$ cat src/rtl/lcd_regif.sv
module lcd_regif #(
  parameter int IRQ_W = 4
) (
  input  logic             clk,
  input  logic             rst_n,
  input  logic             variant,
  input  logic             psel,
  input  logic             penable,
  input  logic             pwrite,
  input  logic [11:0]      paddr,
  input  logic [31:0]      pwdata,
  output logic [31:0]      prdata,
  output logic             pslverr,
  input  logic [IRQ_W-1:0] irq_set,
  output logic             irq,
  output logic             pal_sel,
  output logic             pal_we,
  output logic [6:0]       pal_addr,
  output logic [31:0]      pal_wdata,
  input  logic [31:0]      pal_rdata,
  output logic             lcd_enable,
  output logic [2:0]       pix_depth,
  output logic [10:0]      active_w,
  output logic [10:0]      active_h
);
  localparam int PADW = 32 - IRQ_W;

  logic [31:0] tim_q [4];
  logic [31:0] upb_q, lpb_q, ctrl_q;
  logic [IRQ_W-1:0] mask_q, raw_q;

  logic       acc, wr;
  logic [9:0] widx;
  logic       in_pal, in_id, in_reg, sel_mask, sel_ctrl;
  logic       unused_ok;

  assign acc    = psel & penable;
  assign wr     = acc & pwrite;
  assign widx   = paddr[11:2];
  assign in_pal = paddr[11:9] == 3'b001;
  assign in_id  = paddr[11:5] == 7'h7F;
  assign in_reg = widx <= 10'd12;

  assign sel_mask = variant ? (widx == 10'd7) : (widx == 10'd6);
  assign sel_ctrl = variant ? (widx == 10'd6) : (widx == 10'd7);

  assign pal_sel   = acc & in_pal;
  assign pal_we    = pal_sel & pwrite;
  assign pal_addr  = paddr[8:2];
  assign pal_wdata = pwdata;

  assign pslverr = acc & ~(in_pal | in_id | in_reg);

  assign lcd_enable = ctrl_q[0] & ctrl_q[11];
  assign pix_depth  = ctrl_q[3:1];
  assign active_w   = {({1'b0, tim_q[0][7:2]} + 7'd1), 4'b0000};
  assign active_h   = {1'b0, tim_q[1][9:0]} + 11'd1;
  assign irq        = |(raw_q & mask_q);

  assign unused_ok = &{1'b0, paddr[1:0]};

  always_ff @(posedge clk or negedge rst_n) begin
    if (!rst_n) begin
      for (int i = 0; i < 4; i++) tim_q[i] <= '0;
      upb_q  <= '0;
      lpb_q  <= '0;
      ctrl_q <= '0;
      mask_q <= '0;
    end else if (wr && in_reg) begin
      if (widx < 10'd4) tim_q[widx[1:0]] <= pwdata;
      if (widx == 10'd4) upb_q <= pwdata;
      if (widx == 10'd5) lpb_q <= pwdata;
      if (sel_mask) mask_q <= pwdata[IRQ_W-1:0];
      if (sel_ctrl) ctrl_q <= pwdata;
    end
  end

  always_ff @(posedge clk or negedge rst_n) begin
    if (!rst_n) raw_q <= '0;
    else if (wr && widx == 10'd10) raw_q <= (raw_q & ~pwdata[IRQ_W-1:0]) | irq_set;
    else raw_q <= raw_q | irq_set;
  end

  function automatic logic [7:0] id_byte(input logic [2:0] k);
    case (k)
      3'd0: id_byte = 8'h10;
      3'd1: id_byte = 8'h11;
      3'd2: id_byte = 8'h04;
      3'd3: id_byte = 8'h00;
      3'd4: id_byte = 8'h0D;
      3'd5: id_byte = 8'hF0;
      3'd6: id_byte = 8'h05;
      default: id_byte = 8'hB1;
    endcase
  endfunction

  always_comb begin
    prdata = '0;
    if (acc && !pwrite) begin
      if (in_pal) prdata = pal_rdata;
      else if (in_id) prdata = {24'd0, id_byte(paddr[4:2])};
      else if (sel_mask) prdata = {{PADW{1'b0}}, mask_q};
      else if (sel_ctrl) prdata = ctrl_q;
      else begin
        case (widx)
          10'd0, 10'd1, 10'd2, 10'd3: prdata = tim_q[widx[1:0]];
          10'd4, 10'd11: prdata = upb_q;
          10'd5, 10'd12: prdata = lpb_q;
          10'd8:  prdata = {{PADW{1'b0}}, raw_q};
          10'd9:  prdata = {{PADW{1'b0}}, raw_q & mask_q};
          default: prdata = '0;
        endcase
      end
    end
  end
endmodule

$ cat config.mk
export PLATFORM = sky130hd
export DESIGN_NAME = lcd_regif
export DESIGN_NICKNAME = d
export VERILOG_FILES = /design/src/rtl/lcd_regif.sv
export SDC_FILE = /design/constraint.sdc
export NUM_CORES = 1
export LEC_CHECK = 0
export ABC_AREA = 0
export CORE_UTILIZATION = 40
export CTS_CLUSTER_DIAMETER = 60
export DETAILED_ROUTE_END_ITERATION = 16
export PLACE_DENSITY = 0.66
export RECOVER_POWER = 25
export SETUP_SLACK_MARGIN = 0.5
export SKIP_CTS_REPAIR_TIMING = 1
export SYNTH_ARGS = -nofsm -noshare
export SYNTH_HDL_FRONTEND = slang
export SYNTH_SLANG_ARGS = --single-unit
export TNS_END_PERCENT = 30
$ cat constraint.sdc
create_clock -name clk -period 4.9 [get_ports clk]
set_input_delay 1.47 -clock clk [delete_from_list [all_inputs] [get_ports clk]]
set_output_delay 1.47 -clock clk [all_outputs]
set_load 0.02 [all_outputs]
==> results.toml, run 1 <==
[cells_and_area]
multiInputGateArea_sq_um = 5470
areaGrowthSynthToFinish_pct = 36.2
area.sequential_sq_um = 5810
num-fill-cells = 2325
nets = 1164
drive_gt1_share_pct = 44.9
antennaDiodeCount = 0

[drt]
wire_per_inst_um = 22.0
routed_via_density = 5.69
drc = 0
routed_wl_um = 32400
dr.pass1.iters = 7
antenna_left = 0
initialDrtViolationCount = 657
dr_total_vias = 8390

[floorplan]
initial_core_util_pct = 40.9
die_h_um = 171
die_area_sq_um = 29300
rows = 61
pin_count = 187
core-area_sq_um = 27900
die_width_um = 171

[clock_network]
h-tree-depth = 1
clk_latency_ns = 0.54
cts.sinks = 232
cts_buffer_depth = 3
cts_tree = "done"
cts_root_buf = "clkbuf_16"
path_clk_slew_ns = 0.06
cts_inserted_buffers = 26

[timing]
relSlewSlack_pct = -36.7
final-hold-violation-count = 0
post-route-period-util_pct = 94.0
setup_viol = 0
postLayoutSetupSlackWorst_ns = 0.295
final.min_clock_period_ns = 4.61
rsz0062_at_grt = "true"
fmax_mhz = 217
maxSlewViolCount = 111
skew_ns = 0
worst_pin_slew_ns = 2.05

[global_routing]
grt.busiest_layer = "met2"
grt.met3_usage_pct = 2.45
grt_pass1_wl_um = 49100
grtUsageMet2_pct = 36.8
grt_pass1_vias = 8522
antenna_found_initial = 0
grtUsageTotal_pct = 22.0
grt_start_max_net_pins = 92
grt_overflow = 0
met1_usage_pct = 30.2

[place]
gp_congestion = 0.925
dp_hpwl_um = 21100
port-buffer-count = 180
post-place-ws_ns = -0.612

[synth]
yosysTopAreaCell = "dfrtp_1"
synth_top_area_share_pct = 50.8
synthCells = 848
synth-async-reset-ratio_pct = 100
synthFlopType = "dfrtp_1"
yosysUniqueCellTypes = 56
synth-edff-count = 0
ys_seq_elements = 232
syn_avg_cell_area_sq_um = 13.5
synthTopCellsByArea = "dfrtp_1 (51%), mux2_2 (18%), mux4_2 (6.3%)"
ys_seq_area_share_pct = 50.8
yosysWarnings = 0
syn_area_sq_um = 11400

[status]
status = "complete, but fails checks"
violations = "max-capacitance violations, max-slew violations"

[worst_setup_path]
worstSetupPathType = "in -> out"
start_kind = "input port"
cp_data_required_time_ns = 3.43
crit_fanout = 5
end_kind = "output port"
worstPathArrival_ns = 3.14

[power_and_ir_drop]
leakage_nw = 7.30
ir_drop_mv = 0.225
power_w = 0.00438
power.density_nw_per_um2 = 281

[hold_path]
min_path_type = "reg -> reg"

[run]
cap_violations = 2
-- routing by layer --
layer	vias up	wire [um]	share of wire [%]
met2	296	15600	48
met4	0	876	2.7
met3	58	1700	5.2
met5	-	0	0
met1	4402	14300	44
li1	3634	-	-
-- logic make-up after synthesis --
logic type / Yosys count / share of synthesized area (%)
AO/OA/AOI/OAI: 129 / 8.64
XOR/XNOR: 15 / 1.15
adder cells (fa/ha/maj): 2 / 0.219
buffers and inverters: 108 / 5.48
flip-flops: 232 / 50.8
multiplexers: 262 / 28.9
other: 1 / 0.0328
AND/OR/NAND/NOR: 99 / 4.77
-- critical path: stages --
cell and delay (ns):
buf_8 0.11, buf_6 0.12, nand2b_4 0.15, o21ai_4 0.39
and2_4 0.24, a221oi_2 0.07, buf_4 0.15, nor4b_4 0.26
buf_4 0.18
-- synth_stat cells, types with 4 or more instances --
master    number
inv_1          5
a22oi_1       27
a21o_1         4
a221o_1        4
o21ai_0        8
a222oi_1      25
mux2_1        48
buf_1          4
nand2_1       23
o22ai_1       23
and2_1         6
dfrtp_1      232
a21oi_1       14
xnor2_1       10
nand3_1       15
and3_1         7
mux4_2        32
a221oi_1       5
clkbuf_1      20
xor2_1         5
nor2_1        17
buf_2         30
nor3_1         5
buf_4         49
mux2_2       180
o211a_1        4
-- per-stage QoR --
stage / instance area [sq um] / hold slack [ns] / util (%) / instances / TNS [ns]
2_1_floorplan: 11600 / 0.452 / - / 851 / 0
3_5_place_dp: 14200 / 0.471 / 50.9 / 1408 / -16.41
3_3_place_gp: 14200 / 0.461 / 50.9 / 1408 / -16.71
5_1_grt: 15600 / 0.500 / 55.8 / 1474 / 0
4_1_cts: 15100 / 0.484 / 54.1 / 1456 / -16.87
6_report: 15600 / 0.482 / 55.8 / 1474 / 0
-- cell type report --
| cell class | instances | share of cell area [%] |
|---|---|---|
| repair buffers | 300 | 18.8 |
| well taps | 378 | 3.04 |
| clock inverters | 13 | 1.00 |
| inverters | 5 | 0.120 |
| flip-flops and latches | 232 | 37.3 |
| clock buffers | 35 | 4.72 |
| multi-input cells | 511 | 35.1 |
-- power by group --
group / total [W] / internal [W] / switching (W)
combinational: 0.000426 / 0.000201 / 0.000225
sequential: 0.00193 / 0.00192 / 0.00000518
clock: 0.00202 / 0.00122 / 0.000808
total: 0.00438 / 0.00334 / 0.00104
-- flip-flops by register name, indices dropped and copies added, names as in the netlist --
signal  cells
lpb_q      32
ctrl_q     32
raw_q       4
mask_q      4
tim_q     128
upb_q      32
-- placed cells by master, fill, tap and decap left out, types with 15 or more instances in the layout --
cell             count
dfrtp_1            232
mux2_1              48
clkbuf_16           31
mux2_2             180
nand2_1             18
mux4_2              32
nor2_1              15
clkbuf_2            19
o22ai_2             21
buf_4               91
a222oi_1            25
clkdlybuf4s50_1    132
buf_6               20
a22oi_1             17
-- final timing paths --
check | cells after the start | slack, ns | endpoint | startpoint
setup / recovery | 9 | 0.29 | prdata[7] | paddr[5]
min in group asynchronous | 1 | 1.50 | raw_q[2] | rst_n
max in group asynchronous | 2 | 1.02 | lpb_q[14] | rst_n
hold reg to reg | 1 | 0.48 | tim_q[40] | tim_q[40]
hold / removal | 1 | 0.48 | tim_q[40] | tim_q[40]
setup reg to reg | 2 | 3.82 | tim_q[64] | tim_q[64]
No activity file was read; power rests on OpenSTA's default activity.
==> inputs of run 2 (changes only) <==
--- a/config.mk
+++ b/config.mk
@@ -6,6 +6,7 @@
 export NUM_CORES = 1
 export LEC_CHECK = 0
 export ABC_AREA = 0
+export CORE_MARGIN = 1
 export CORE_UTILIZATION = 40
 export CTS_CLUSTER_DIAMETER = 60
 export DETAILED_ROUTE_END_ITERATION = 16
==> results of run 2 <==
The final DEF is identical to that of run 1; final timing and power are the same.
==> inputs of run 3 (changes only) <==
--- a/config.mk
+++ b/config.mk
@@ -5,7 +5,6 @@
 export SDC_FILE = /design/constraint.sdc
 export NUM_CORES = 1
 export LEC_CHECK = 0
-export ABC_AREA = 0
 export CORE_MARGIN = 1
 export CORE_UTILIZATION = 40
 export CTS_CLUSTER_DIAMETER = 60
@@ -14,6 +13,7 @@
 export RECOVER_POWER = 25
 export SETUP_SLACK_MARGIN = 0.5
 export SKIP_CTS_REPAIR_TIMING = 1
+export SKIP_LAST_GASP = 1
 export SYNTH_ARGS = -nofsm -noshare
 export SYNTH_HDL_FRONTEND = slang
 export SYNTH_SLANG_ARGS = --single-unit
==> results of run 3 <==
The final DEF is identical to that of run 1; final timing and power are the same.
